==> src/rtl/wdog_pkg.sv <==
package wdog_pkg;
  localparam int MODE_W = 3;
  localparam logic [MODE_W-1:0] MODE_NORMAL = 3'd2;
  localparam logic [MODE_W-1:0] MODE_FLASH  = 3'd4;
  localparam int SEL_W = 2;
  localparam int NUM_SEL = 1 << SEL_W;

  typedef struct packed {
    logic clr;
    logic inc;
  } wdStrb_t;
endpackage

==> src/rtl/wdog_datapath.sv <==
module wdog_datapath
  import wdog_pkg::*;
#(
  parameter int unsigned PER_SEL0     = 32,
  parameter int unsigned PER_SEL1     = 64,
  parameter int unsigned PER_SEL2     = 128,
  parameter int unsigned PER_SEL3     = 256,
  parameter int unsigned FLASH_PERIOD = 32768,
  parameter int          CNT_W        = 16
) (
  input  logic             clk,
  input  logic             rstN,
  input  wdStrb_t          strb,
  input  logic             flashSel,
  input  logic [SEL_W-1:0] periodSel,
  output logic [CNT_W-1:0] cnt,
  output logic             hitFull,
  output logic             hitHalf
);
  logic [CNT_W-1:0] selTable [NUM_SEL];
  logic [CNT_W-1:0] periodVal;
  logic [CNT_W-1:0] halfVal;
  logic [CNT_W-1:0] nextCnt;

  generate
    for (genvar g = 0; g < NUM_SEL; g++) begin : gTable
      localparam int unsigned ENTRY = (g == 0) ? PER_SEL0 :
                                      (g == 1) ? PER_SEL1 :
                                      (g == 2) ? PER_SEL2 : PER_SEL3;
      assign selTable[g] = CNT_W'(ENTRY);
    end
  endgenerate

  assign periodVal = flashSel ? CNT_W'(FLASH_PERIOD) : selTable[periodSel];
  assign halfVal   = periodVal >> 1;
  assign nextCnt   = cnt + 1'b1;
  assign hitFull   = (nextCnt >= periodVal);
  assign hitHalf   = (nextCnt == halfVal);

  always_ff @(posedge clk or negedge rstN) begin
    if (!rstN)         cnt <= '0;
    else if (strb.clr) cnt <= '0;
    else if (strb.inc) cnt <= nextCnt;
  end

  AST_INC_STEP: assert property (@(posedge clk) disable iff (!rstN)
    (strb.inc && !strb.clr) |=> (cnt == $past(cnt) + 1'b1));
  AST_CLR_ZERO: assert property (@(posedge clk) disable iff (!rstN)
    strb.clr |=> (cnt == '0));
endmodule

==> src/rtl/wdog_ctrl.sv <==
module wdog_ctrl
  import wdog_pkg::*;
#(
  parameter int CNT_W = 16
) (
  input  logic              clk,
  input  logic              rstN,
  input  logic              tickIn,
  input  logic              refreshStb,
  input  logic              refreshOk,
  input  logic [MODE_W-1:0] modeCode,
  input  logic              debugOn,
  input  logic [CNT_W-1:0]  cntIn,
  input  logic              hitFull,
  input  logic              hitHalf,
  output wdStrb_t           strb,
  output logic              flashSel,
  output logic              faultPulse,
  output logic              irqPulse
);
  logic [MODE_W-1:0] prevMode;
  logic expiredQ, irqDoneQ;
  logic isNorm, active, modeChg, restart, expiry, halfHit, badRef;

  assign isNorm   = (modeCode == MODE_NORMAL);
  assign flashSel = (modeCode == MODE_FLASH);
  assign active   = (isNorm || flashSel) && !debugOn;
  assign modeChg  = (modeCode != prevMode);
  assign restart  = !active || modeChg || (refreshStb && refreshOk);

  always_comb begin
    strb.clr = restart;
    strb.inc = !restart && tickIn && !expiredQ;
  end

  assign expiry  = strb.inc && hitFull;
  assign halfHit = strb.inc && hitHalf && flashSel && !irqDoneQ;
  assign badRef  = active && !modeChg && refreshStb && !refreshOk;

  always_ff @(posedge clk or negedge rstN) begin
    if (!rstN) begin
      prevMode   <= '0;
      expiredQ   <= 1'b0;
      irqDoneQ   <= 1'b0;
      faultPulse <= 1'b0;
      irqPulse   <= 1'b0;
    end else begin
      prevMode   <= modeCode;
      expiredQ   <= restart ? 1'b0 : (expiredQ || expiry);
      irqDoneQ   <= restart ? 1'b0 : (irqDoneQ || halfHit);
      faultPulse <= expiry || badRef;
      irqPulse   <= halfHit;
    end
  end

  AST_IDLE_HELD: assert property (@(posedge clk) disable iff (!rstN)
    !active |=> (cntIn == '0));
  AST_DEBUG_QUIET: assert property (@(posedge clk) disable iff (!rstN)
    debugOn |=> (!faultPulse && !irqPulse));
  AST_IRQ_FLASH_ONLY: assert property (@(posedge clk) disable iff (!rstN)
    irqPulse |-> ($past(modeCode) == MODE_FLASH));
  AST_IRQ_SINGLE: assert property (@(posedge clk) disable iff (!rstN)
    irqPulse |=> !irqPulse);
  AST_STOP_AFTER_EXPIRY: assert property (@(posedge clk) disable iff (!rstN)
    (expiredQ && !restart) |=> $stable(cntIn));
endmodule

==> src/rtl/wdog_timer.sv <==
module wdog_timer
  import wdog_pkg::*;
#(
  parameter int unsigned PER_SEL0     = 32,
  parameter int unsigned PER_SEL1     = 64,
  parameter int unsigned PER_SEL2     = 128,
  parameter int unsigned PER_SEL3     = 256,
  parameter int unsigned FLASH_PERIOD = 32768
) (
  input  logic       clk,
  input  logic       rstN,
  input  logic       tickIn,
  input  logic       refreshStb,
  input  logic       refreshOk,
  input  logic [2:0] modeCode,
  input  logic [1:0] periodSel,
  input  logic       debugOn,
  output logic       faultPulse,
  output logic       irqPulse
);
  localparam int unsigned MAX_A = (PER_SEL0 > PER_SEL1) ? PER_SEL0 : PER_SEL1;
  localparam int unsigned MAX_B = (PER_SEL2 > PER_SEL3) ? PER_SEL2 : PER_SEL3;
  localparam int unsigned MAX_C = (MAX_A > MAX_B) ? MAX_A : MAX_B;
  localparam int unsigned MAX_P = (MAX_C > FLASH_PERIOD) ? MAX_C : FLASH_PERIOD;
  localparam int CNT_W = $clog2(MAX_P + 1);

  wdStrb_t          strb;
  logic             flashSel, hitFull, hitHalf;
  logic [CNT_W-1:0] cnt;

  wdog_ctrl #(.CNT_W(CNT_W)) u_ctrl (
    .clk(clk), .rstN(rstN), .tickIn(tickIn), .refreshStb(refreshStb),
    .refreshOk(refreshOk), .modeCode(modeCode), .debugOn(debugOn),
    .cntIn(cnt), .hitFull(hitFull), .hitHalf(hitHalf), .strb(strb),
    .flashSel(flashSel), .faultPulse(faultPulse), .irqPulse(irqPulse)
  );

  wdog_datapath #(
    .PER_SEL0(PER_SEL0), .PER_SEL1(PER_SEL1), .PER_SEL2(PER_SEL2),
    .PER_SEL3(PER_SEL3), .FLASH_PERIOD(FLASH_PERIOD), .CNT_W(CNT_W)
  ) u_dp (
    .clk(clk), .rstN(rstN), .strb(strb), .flashSel(flashSel),
    .periodSel(periodSel), .cnt(cnt), .hitFull(hitFull), .hitHalf(hitHalf)
  );
endmodule

==> config.mk <==
export PLATFORM = sky130hd
export DESIGN_NAME = wdog_timer
export DESIGN_NICKNAME = d
export VERILOG_FILES = /design/src/rtl/wdog_pkg.sv /design/src/rtl/wdog_datapath.sv /design/src/rtl/wdog_ctrl.sv /design/src/rtl/wdog_timer.sv
export SDC_FILE = /design/constraint.sdc
export NUM_CORES = 1
export LEC_CHECK = 0
export BUFFER_PORTS_ARGS = -buffer_cell sky130_fd_sc_hd__clkbuf_2
export CORE_ASPECT_RATIO = 2
export CORE_MARGIN = 1.5
export CORE_UTILIZATION = 62
export CTS_BUF_LIST = sky130_fd_sc_hd__clkbuf_8
export CTS_CLUSTER_SIZE = 20
export DETAILED_ROUTE_END_ITERATION = 6
export GPL_TIMING_DRIVEN = 1
export PLACE_DENSITY_LB_ADDON = 0.1
export SLEW_MARGIN = 40
export SYNTH_ARGS = -nofsm -noshare
export SYNTH_HDL_FRONTEND = slang
export SYNTH_HIERARCHICAL = 1
export SYNTH_SLANG_ARGS = --single-unit
==> constraint.sdc <==
create_clock -name clk -period 3 [get_ports clk]
set_clock_uncertainty 0.05 [all_clocks]
set_input_delay 0.15 -clock clk [delete_from_list [all_inputs] [get_ports clk]]
set_output_delay 0.15 -clock clk [all_outputs]
set_load 0.005 [all_outputs]
==> flow_metrics.env <==
export IMPL_status="completed"
export IMPL_stdcell_count=225
export IMPL_cap_violations=0
export IMPL_rsz0062_at_grt="false"
export IMPL_cts_buffers=3
export IMPL_ir_worst_vdd_uv=309
export IMPL_dp_cells=217
export IMPL_tightestPinTransition_ps=581
export IMPL_nNetsFinal=215
export IMPL_dr_pass1_iters=4
export IMPL_grt_pass1_vias=1353
export IMPL_dp_slack_ps=385
export IMPL_critical_path_required_ps=3120
export IMPL_power_density_nw_per_um2=305
export IMPL_cts_htree_levels=1
export IMPL_initial_core_util_pct=65.3
export IMPL_synth_edf_count=0
export IMPL_crit_chain="dlygate4sd3_1, clkbuf_2, nor3b_1, nor2b_1, nand2b_1, maj3_2, o21ai_1, nand4b_1, nor4_2, nand2_1, nor4_2"
export IMPL_place_gp_congestion=0.861
export IMPL_slew_headroom_pct=61.1
export IMPL_crit_arrival_ps=2770
export IMPL_endpoint_kind="register"
export IMPL_clock_path_buffers=2
export IMPL_areaGrowthSynthToFinish_pct=8.53
export IMPL_finalSetupViolCount=0
export IMPL_fmax_ghz=0.378
export IMPL_synthCells=184
export IMPL_period_share_pct=88.2
export IMPL_cts_root_buf="clkbuf_8"
export IMPL_drt_iter0_markers=33
export IMPL_core_um2=2540
export IMPL_p_leak_nw=0.767
export IMPL_overflow=0
export IMPL_num_rows=26
export IMPL_wl_mm=3.56
export IMPL_drive_gt1_share_pct=16.2
export IMPL_crit_fanout=6
export IMPL_die_y_um=76.1
export IMPL_antenna_found_initial=0
export IMPL_via_per_inst=6.22
export IMPL_async_flop_share_pct=100
export IMPL_crit_type="input pin to register"
export IMPL_ios=13
export IMPL_cp_slowest_cell="dlygate4sd3_1"
export IMPL_final_hold_violation_count=0
export IMPL_ctsHoldBuffers=4
export IMPL_cts_tree="yes"
export IMPL_hp_class="input pin to register"
export IMPL_ys_ff_latch=23
export IMPL_antenna_left=0
export IMPL_clkTransAtPathRegs_ps=70
export IMPL_final_util_pct=70.9
export IMPL_fin_ws_ps=353
export IMPL_cpMostUsedCell="nor4_2"
export IMPL_grt_pass1_wl_mm=5.98
export IMPL_post_cts_resized=0
export IMPL_critPathMaxStageDelay_ps=540
export IMPL_cp_top_family="simple AND/OR/NAND/NOR gates"
export IMPL_synthesis_nets=201
export IMPL_wl_per_cell_um=15.8
export IMPL_synth_area_per_cell_um2=9.00
export IMPL_netlist_area_um2=1660
export IMPL_path_buf_inv=2
export IMPL_ys_warn_count=6
export IMPL_vias=1399
export IMPL_grt_start_max_net_pins=24
export IMPL_startpoint_type="input pin"
export IMPL_dp_hpwl_mm=2.73
export IMPL_die_area_um2=3010
export IMPL_period_minus_slack_ps=2650
export IMPL_clock_latency_ps=260
export IMPL_grt_usage_pct=28.1
export IMPL_ys_seq_area_share_pct=34.7
export IMPL_synth_distinct_cells=49
export IMPL_route_detailed_drc=0
export IMPL_die_x_um=39.6
export IMPL_antennaDiodeCount=0
export IMPL_fillers=207
export IMPL_slew_viol_final=0
export IMPL_seqCellArea_um2=576
export IMPL_multi_input_area_um2=1000
export IMPL_post_cts_buffers=0
export IMPL_synth_main_ff_cell="dfrtp_1"
export IMPL_clock_sinks=23
export IMPL_setup_tns_final_ps=0
export IMPL_io_buffer_count=12
cell usage after synthesis, types with 4 or more instances:
master | n | share of area, %
nand3_1 | 12 | 3.6
xor2_1 | 15 | 7.9
nand2b_1 | 4 | 1.5
ha_1 | 6 | 4.5
nor3_1 | 7 | 2.1
o21ai_0 | 4 | 1.2
nor2_1 | 25 | 5.7
nand4_1 | 7 | 2.6
nand2_1 | 12 | 2.7
dfrtp_1 | 23 | 35
a21oi_1 | 8 | 2.4
xnor2_1 | 8 | 4.2
clkbuf_1 | 4 | 0.91
power breakdown:
group	leakage, nW	switching [W]	internal, W	total, W
Combinational	0.426	0.0000292	0.0000214	0.0000506
Clock	0.0269	0.0000932	0.0000914	0.000185
Sequential	0.315	0.00000122	0.000312	0.000313
final timing paths:
check | startpoint | end | slack, ps | cells past startpoint
worst min-delay path | refreshStb | u_ctrl/faultPulse | 90 | 3
worst max register to register | u_dp/cnt[0] | u_ctrl/expiredQ | 350 | 10
worst min register to register | u_ctrl/irqDoneQ | u_ctrl/irqPulse | 410 | 1
min in group asynchronous | rstN | u_ctrl/faultPulse | 350 | 2
worst max-delay path | modeCode[2] | u_ctrl/irqPulse | 350 | 11
max in group asynchronous | rstN | u_dp/cnt[8] | 2180 | 2
stage by stage:
stage               instance area, um2  total power (W)  hold slack (ps)
global route                      1800         0.000574              121
CTS                               1800         0.000557             84.9
finish                            1800         0.000548             90.9
floorplan                         1660         0.000344             -196
detailed placement                1710         0.000366              118
global placement                  1710         0.000364              100
layer usage:
layer  wire (um)  up-vias  track usage, %  share of wire [%]
met5           0        -               0                  0
li1            -      670               -                  -
met1        1340      681            32.8                 38
met2        2010       36            46.9                 56
met3         107       12            3.79                3.0
met4          98        0            13.4                2.8
placed cells by master (no fill, tap or decap), types with 2 or more instances in the layout:
cell	n
dfrtp_1	23
nand2_1	12
a21oi_1	8
nor2_1	25
or2_2	2
ha_1	6
nand3_1	12
nor3_1	7
o21ai_0	4
dlygate4sd3_1	4
clkbuf_8	3
nor2b_1	2
or3_1	2
nor4_2	2
xor2_1	15
nand2b_1	4
and4bb_1	2
nand4_1	7
nand4b_1	2
buf_4	4
inv_1	4
xnor2_1	8
mux2i_1	3
clkbuf_2	12
worst register-to-register path, stage by stage (launching register included):
cell,delay (ps)
dfrtp_1,410
ha_1,300
and2_4,270
nand3_1,110
xnor2_1,130
ha_1,330
a21oi_1,140
nand3_1,90
a2111o_1,440
a21oi_1,160
nor2_1,60
state kept, by name (all words and copies together), names as in the netlist:
name               flops
u_dp/cnt              16
u_ctrl/prevMode        3
u_ctrl/expiredQ        1
u_ctrl/faultPulse      1
u_ctrl/irqDoneQ        1
u_ctrl/irqPulse        1
area by class of cell:
class	count	share of cell area, %
clock inverter	1	0.209
sequential	23	32.0
clock buffer	3	2.30
inverter	3	0.626
timing repair buffer	20	7.24
tap	28	1.95
multi-input combinational	147	55.7
cell families (layout without fill, tap and decap cells):
group / count (synthesis) / count (layout) / synth area share [%]
AOI/OAI and AO/OA: 23 / 23 / 10.2
xor gates and xnor gates: 23 / 23 / 12.2
muxes: 3 / 3 / 1.81
and+or+nand+nor: 91 / 91 / 31.0
DFF: 23 / 23 / 34.7
buffers and inverters: 14 / 27 / 4.83
adders and majority gates: 7 / 7 / 5.21
Power figures use the tool's default switching activity.
